===== src/rtl/zpb_pkg.sv =====
// Package: shared types and helpers for the zero-page bank mapper.
// Assumes a processor data port narrower than the system bus address.
package zpb_pkg;

    // Kind of processor access present in a cycle.
    typedef enum logic [1:0] {
        ACC_IDLE  = 2'b00,
        ACC_READ  = 2'b01,
        ACC_WRITE = 2'b10,
        ACC_BAD   = 2'b11
    } acc_kind_t;

    // Encodes the two strobes into an access kind.
    function automatic acc_kind_t acc_kind(input logic rd, input logic wr);
        return acc_kind_t'({wr, rd});
    endfunction

    // True when the kind is a real bus transfer.
    function automatic logic acc_active(input acc_kind_t k);
        return (k == ACC_READ) || (k == ACC_WRITE);
    endfunction

endpackage


===== src/rtl/zpb_bank_shadow.sv =====
// Module: zpb_bank_shadow
// Keeps a copy of the bank byte by watching processor writes to one
// fixed RAM address. It does not intercept the write; the bus still sees it.
// Assumes: write strobe and data are stable at the rising edge.
module zpb_bank_shadow #(
    parameter int CPU_AW   = 16,
    parameter int DW       = 8,
    parameter int BW       = 8,
    parameter logic [CPU_AW-1:0] BANK_LOC = 16'h00FF
) (
    input  logic              clk,
    input  logic              rst_n,
    input  logic [CPU_AW-1:0] cpu_addr,
    input  logic [DW-1:0]     cpu_wdata,
    input  logic              cpu_wr,
    output logic [BW-1:0]     bank_q
);

    logic          hit_wr;
    logic [BW-1:0] wr_bank;

    // Detect a write to the bank byte location.
    always_comb hit_wr = cpu_wr && (cpu_addr == BANK_LOC);

    // Fit the data byte to the bank width.
    generate
        if (BW == DW) begin : g_same
            always_comb wr_bank = cpu_wdata;
        end else if (BW < DW) begin : g_narrow
            always_comb wr_bank = cpu_wdata[BW-1:0];
        end else begin : g_wide
            always_comb wr_bank = {{(BW-DW){1'b0}}, cpu_wdata};
        end
    endgenerate

    // Shadow register: cleared by reset, loaded on a snooped write.
    always_ff @(posedge clk) begin
        if (!rst_n) begin
            bank_q <= '0;
        end else if (hit_wr) begin
            bank_q <= wr_bank;
        end
    end

endmodule


===== src/rtl/zpb_addr_map.sv =====
// Module: zpb_addr_map
// Pure combinational translation of a processor address to a bus address.
// Below the split point the upper bits are zero; at or above it they come
// from the bank. Assumes BUS_AW = CPU_AW + BW.
module zpb_addr_map #(
    parameter int CPU_AW = 16,
    parameter int BW     = 8,
    parameter int BUS_AW = CPU_AW + BW,
    parameter logic [CPU_AW-1:0] SPLIT = 16'h8000
) (
    input  logic [CPU_AW-1:0] cpu_addr,
    input  logic [BW-1:0]     bank,
    output logic              upper,
    output logic [BUS_AW-1:0] bus_addr
);

    // Classify the address half.
    always_comb upper = (cpu_addr >= SPLIT);

    // Build the bus address from the half classification.
    always_comb begin
        if (upper) begin
            bus_addr = {bank, cpu_addr};
        end else begin
            bus_addr = {{BW{1'b0}}, cpu_addr};
        end
    end

endmodule


===== src/rtl/zpb_rom_window.sv =====
// Module: zpb_rom_window
// Flags active upper-half accesses as ROM accesses and gives the ROM
// offset. The top bus bit is a mirror bit and is not passed in.
// Assumes the ROM fills the whole banked upper half.
module zpb_rom_window #(
    parameter int OFF_W = 23
) (
    input  logic             upper,
    input  logic             active,
    input  logic [OFF_W-1:0] bus_low,
    output logic             rom_sel,
    output logic [OFF_W-1:0] rom_addr
);

    // Select the ROM only for a real transfer in the banked half.
    always_comb rom_sel = upper && active;

    // The offset is the bus address with the mirror bit already removed.
    always_comb rom_addr = bus_low;

endmodule


===== src/rtl/zpb_mapper.sv =====
// Module: zpb_mapper (top)
// Maps 16-bit processor data accesses onto a 24-bit bus. The bank byte is
// a snooped copy of a zero-page RAM location. Only the shadow is registered;
// all bus outputs follow the inputs in the same cycle.
// Assumes read and write strobes are mutually exclusive.
module zpb_mapper #(
    parameter int CPU_AW = 16,
    parameter int DW     = 8,
    parameter int BUS_AW = 24,
    parameter logic [CPU_AW-1:0] BANK_LOC = 16'h00FF,
    parameter logic [CPU_AW-1:0] SPLIT    = 16'h8000
) (
    input  logic              clk,
    input  logic              rst_n,
    input  logic [CPU_AW-1:0] cpu_addr,
    input  logic [DW-1:0]     cpu_wdata,
    input  logic              cpu_rd,
    input  logic              cpu_wr,
    output logic [BUS_AW-1:0] bus_addr,
    output logic [DW-1:0]     bus_wdata,
    output logic              bus_rd,
    output logic              bus_wr,
    output logic              rom_sel,
    output logic [BUS_AW-2:0] rom_addr
);
    import zpb_pkg::*;

    localparam int BW    = BUS_AW - CPU_AW;
    localparam int OFF_W = BUS_AW - 1;

    logic [BW-1:0]     bank_cur;
    logic              upper_w;
    logic [BUS_AW-1:0] bus_addr_w;
    acc_kind_t         kind;
    logic              active;

    // Classify the access from the two strobes.
    always_comb kind   = acc_kind(cpu_rd, cpu_wr);
    always_comb active = acc_active(kind);

    zpb_bank_shadow #(
        .CPU_AW  (CPU_AW),
        .DW      (DW),
        .BW      (BW),
        .BANK_LOC(BANK_LOC)
    ) u_shadow (
        .clk      (clk),
        .rst_n    (rst_n),
        .cpu_addr (cpu_addr),
        .cpu_wdata(cpu_wdata),
        .cpu_wr   (cpu_wr),
        .bank_q   (bank_cur)
    );

    zpb_addr_map #(
        .CPU_AW(CPU_AW),
        .BW    (BW),
        .BUS_AW(BUS_AW),
        .SPLIT (SPLIT)
    ) u_map (
        .cpu_addr(cpu_addr),
        .bank    (bank_cur),
        .upper   (upper_w),
        .bus_addr(bus_addr_w)
    );

    zpb_rom_window #(
        .OFF_W(OFF_W)
    ) u_rom (
        .upper   (upper_w),
        .active  (active),
        .bus_low (bus_addr_w[OFF_W-1:0]),
        .rom_sel (rom_sel),
        .rom_addr(rom_addr)
    );

    // Bus request: mapped address plus the strobes and data, unbuffered.
    always_comb begin
        bus_addr  = bus_addr_w;
        bus_wdata = cpu_wdata;
        bus_rd    = cpu_rd;
        bus_wr    = cpu_wr;
    end

endmodule


===== config.mk =====
export PLATFORM = sky130hd
export DESIGN_NAME = zpb_mapper
export DESIGN_NICKNAME = d
export VERILOG_FILES = /design/src/rtl/zpb_pkg.sv /design/src/rtl/zpb_bank_shadow.sv /design/src/rtl/zpb_addr_map.sv /design/src/rtl/zpb_rom_window.sv /design/src/rtl/zpb_mapper.sv
export SDC_FILE = /design/constraint.sdc
export NUM_CORES = 1
export LEC_CHECK = 0
export CAP_MARGIN = 20
export CORE_ASPECT_RATIO = 1.1
export CORE_MARGIN = 10
export CORE_UTILIZATION = 28
export DETAILED_ROUTE_END_ITERATION = 7
export GPL_TIMING_DRIVEN = 0
export HOLD_SLACK_MARGIN = 0.15
export PLACE_DENSITY_LB_ADDON = 0.2
export SYNTH_ARGS = -nofsm -noshare
export SYNTH_HDL_FRONTEND = slang
export SYNTH_SLANG_ARGS = --single-unit

===== constraint.sdc =====
create_clock -name clk -period 2.3 [get_ports clk]
set_input_delay 0.46 -clock clk [delete_from_list [all_inputs] [get_ports clk]]
set_output_delay 0.46 -clock clk [all_outputs]
set_load 0.1 [all_outputs]

==> metrics.txt <==
# TYPE chip_impl_metric gauge
chip_impl_metric{name="grt_max_degree",unit=""} 13
chip_impl_metric{name="comb_power_share",unit="%"} 66.3
chip_impl_metric{name="multi_input_comb_area",unit="sq um"} 271.5
chip_impl_metric{name="drtPass1Iterations",unit=""} 4
chip_impl_metric{name="die_y",unit="um"} 76.31
chip_impl_metric{name="fillerInstances",unit=""} 257
chip_impl_metric{name="required",unit="ns"} 1.84
chip_impl_info{name="timing.critical_path.to_type",value="primary output"} 1
chip_impl_metric{name="routed_via_count_divided_by_cell_count",unit=""} 4.000
chip_impl_metric{name="wl_per_cell",unit="um"} 14.02
chip_impl_metric{name="max-clock-path-buffers",unit=""} 2
chip_impl_metric{name="totalPowerFinal",unit="W"} 0.0007356
chip_impl_metric{name="crit_path_max_fanout",unit=""} 12
chip_impl_metric{name="yosysUniqueCellTypes",unit=""} 12
chip_impl_metric{name="mappedNetlistArea",unit="sq um"} 807.0
chip_impl_info{name="final_common_cell",value="buf_4"} 1
chip_impl_metric{name="design.die.area",unit="sq mm"} 0.005432
chip_impl_metric{name="timing.fmax",unit="GHz"} 0.4448
chip_impl_metric{name="yosys_register_bits",unit=""} 8
chip_impl_metric{name="largest_register_ff_count",unit=""} 8
chip_impl_metric{name="core_area",unit="sq mm"} 0.002778
chip_impl_metric{name="drive_above_1_share",unit="%"} 60.75
chip_impl_metric{name="powerDensity",unit="mW/mm^2"} 432.9
chip_impl_metric{name="postSynthCellCount",unit=""} 99
chip_impl_metric{name="worstMarginPinSlew",unit="ns"} 0.7432
chip_impl_metric{name="fin_worst_skew",unit="ns"} 0
chip_impl_metric{name="power.leakage",unit="nW"} 0.8016
chip_impl_metric{name="critical_path.n_buffers_inverters",unit=""} 2
chip_impl_metric{name="cp_data_arrival_time",unit="ns"} 1.79
chip_impl_info{name="startpoint_kind_of_the_worst_setup_timing_path",value="input port"} 1
chip_impl_metric{name="register_area",unit="sq um"} 160.2
chip_impl_metric{name="gp_congestion",unit=""} 0.7385
chip_impl_metric{name="max_cap_viol_count",unit=""} 0
chip_impl_metric{name="synth.yosys.warnings",unit=""} 0
chip_impl_metric{name="min_period",unit="ns"} 2.248
chip_impl_metric{name="cts.clk_slew.worst_paths",unit="ns"} 0.06
chip_impl_metric{name="ios",unit=""} 86
chip_impl_metric{name="final.hold.worst_slack",unit="ns"} 0.4523
chip_impl_metric{name="peakVddDrop",unit="V"} 0.0003047
chip_impl_info{name="clock-root-buffer",value="clkbuf_4"} 1
chip_impl_metric{name="routed_wl",unit="um"} 3070
chip_impl_metric{name="cts_post_setup_buffers_inserted",unit=""} 0
chip_impl_metric{name="globalRouteOverflowTotal",unit=""} 0
chip_impl_metric{name="post_synthesis_mean_instance_area",unit="sq um"} 8.152
chip_impl_info{name="rsz0062_at_grt",value="no"} 1
chip_impl_info{name="yosys-top-cells-area",value="buf_4 (46%), dfxtp_1 (20%), mux2i_1 (9.9%), nand2_1 (7.4%), and2_1 (7.0%)"} 1
chip_impl_metric{name="netSwitchingPower",unit="W"} 0.0003994
chip_impl_metric{name="track_usage",unit="%"} 10.47
chip_impl_metric{name="pwr-share-seq",unit="%"} 18.8
chip_impl_metric{name="fp-row-count",unit=""} 20
chip_impl_metric{name="global_route_wire_length_before_repair",unit="um"} 4629
chip_impl_info{name="path_delay_family",value="buffers and inverters"} 1
chip_impl_info{name="timing_worst_setup_path_type",value="in -> out"} 1
chip_impl_info{name="highest_count_cells_in_the_layout_ignoring_fill_and_taps",value="buf_4 (56), clkdlybuf4s15_2 (40), clkdlybuf4s50_1 (26), nand2_1 (16), and2_1 (9)"} 1
chip_impl_metric{name="yosysSeqAreaShare",unit="%"} 19.84
chip_impl_metric{name="syn_nets",unit=""} 127
chip_impl_metric{name="clock-sinks",unit=""} 8
chip_impl_metric{name="detailedRoute.firstIterationViolations",unit=""} 10
chip_impl_metric{name="dpl.cell_count",unit=""} 216
chip_impl_metric{name="maxSlewViolCount",unit=""} 0
chip_impl_metric{name="max_stage_delay",unit="ns"} 0.69
chip_impl_metric{name="die_width",unit="um"} 71.19
chip_impl_metric{name="initial_cell_density_of_the_core",unit="%"} 29.05
chip_impl_metric{name="final-hold-violation-count",unit=""} 0
chip_impl_metric{name="antenna_violations_before_repair",unit=""} 0
chip_impl_info{name="crit_chain",value="clkdlybuf4s50_1 -> and2_1 -> buf_2"} 1
chip_impl_metric{name="worstSkewPairLatency",unit="ns"} 0.25
chip_impl_info{name="outcome",value="finished clean"} 1
chip_impl_metric{name="stdcell_count",unit=""} 219
chip_impl_metric{name="antenna_violating_nets_post_route",unit=""} 0
chip_impl_metric{name="cellInternalPower",unit="W"} 0.0003362
chip_impl_metric{name="overall_via_count_from_detail_route",unit=""} 876
chip_impl_metric{name="proportion_of_power_drawn_by_the_clock_network",unit="%"} 14.9
chip_impl_info{name="top_register",value="u_shadow.bank_q"} 1
chip_impl_metric{name="number_of_buffers_created_by_cts",unit=""} 3
chip_impl_metric{name="vias_in_the_first_global_route",unit=""} 920
chip_impl_info{name="synth_top_cell_by_area",value="buf_4"} 1
chip_impl_metric{name="cts-htree-levels",unit=""} 1
chip_impl_metric{name="setup_violations",unit=""} 0
chip_impl_metric{name="portBuffers",unit=""} 84
chip_impl_metric{name="flow.area_growth_from_synthesis",unit="%"} 110.5
chip_impl_metric{name="netlist.area_leader.share",unit="%"} 45.58
chip_impl_info{name="crit_slowest_cell",value="clkdlybuf4s50_1"} 1
chip_impl_metric{name="num-nets-final",unit=""} 216
chip_impl_metric{name="slew_headroom",unit="%"} 50.08
chip_impl_metric{name="finalCritPeriodShare",unit="%"} 97.75
chip_impl_metric{name="swShare",unit="%"} 54.29
chip_impl_metric{name="remaining_drc_errors",unit=""} 0
chip_impl_metric{name="antennaDiodeCount",unit=""} 0
chip_impl_info{name="reg_top3",value="u_shadow.bank_q x8"} 1
chip_impl_info{name="hold_class",value="reg -> reg"} 1
chip_impl_info{name="tritoncts",value="built"} 1
==> power groups by stage <==
| stage | sequential [W] | combinational [W] | clock [W] |
|---|---|---|---|
| 6_report | 0.000139 | 0.000488 | 0.000109 |
| 4_1_cts | 0.000139 | 0.000492 | 0.000113 |
| 2_1_floorplan | 0.000142 | 0.000367 | 0 |
| 3_5_place_dp | 0.000142 | 0.000504 | 0 |
| 5_1_grt | 0.000138 | 0.000502 | 0.000126 |
| 3_3_place_gp | 0.000142 | 0.000500 | 0 |
==> logic make-up after synthesis <==
kind of cell / synth area share (%)
simple gates: 22.64
xor+xnor: 1.085
mux: 9.923
flops: 19.84
buf+inv: 46.51
==> metal layers <==
layer | track usage (%) | vias to the layer above | part of all wire (%)
met1 | 9.373 | 384 | 35
met3 | 4.427 | 2 | 8.9
met5 | 0 | - | 0
li1 | - | 444 | -
met4 | 4.264 | 0 | 0.88
met2 | 19.61 | 46 | 55
==> path summary, 6_finish.rpt <==
kind	slack, ns	depth (start not counted)	from	end
max	0.05	3	cpu_addr[15]	bus_addr[20]
min	0.45	2	u_shadow.bank_q[3]	u_shadow.bank_q[3]
max reg2reg	1.73	2	u_shadow.bank_q[0]	u_shadow.bank_q[0]
min reg2reg	0.45	2	u_shadow.bank_q[3]	u_shadow.bank_q[3]
==> cell type report <==
type / count / share of cell area (%)
clock buffers: 3 / 1.325
flip-flops and latches: 8 / 9.426
well taps: 33 / 2.430
plain buffers: 51 / 22.09
repair buffers: 84 / 48.75
multi-input cells: 40 / 15.98
==> synth_stat cells <==
library cell / instances
and2_1: 9
buf_4: 49
clkbuf_1: 2
dfxtp_1: 8
mux2i_1: 8
nand2_1: 16
nand3_1: 2
nand4b_2: 1
nor4_1: 1
nor4_4: 1
or4b_4: 1
xor2_1: 1
==> through the flow <==
stage	instance area, sq um	utilization (%)	worst slack, ns	TNS, ns
after floorplan	807.0	-	0.1938	0
after global placement	1689	60.81	-0.7759	-27.98
after detailed placement	1689	60.81	-0.7704	-28.64
after CTS	1689	60.81	0.03142	0
after global routing	1699	61.17	0.0009102	0
final	1699	61.17	0.05177	0
==> what timing repair did <==
action / in CTS / in global routing
hold buffers: 0 / 0
pin swaps: 0 / 1
setup endpoints to repair: 58 / 9
cloned: 0 / 0
resized for setup: 217 / 4
==> tightest hold or removal path, cell delays in order, from the launching register on <==
cell     delay (ns)
dfxtp_1        0.30
nand2_1        0.05
mux2i_1        0.05
Power figures use the tool's default switching activity.
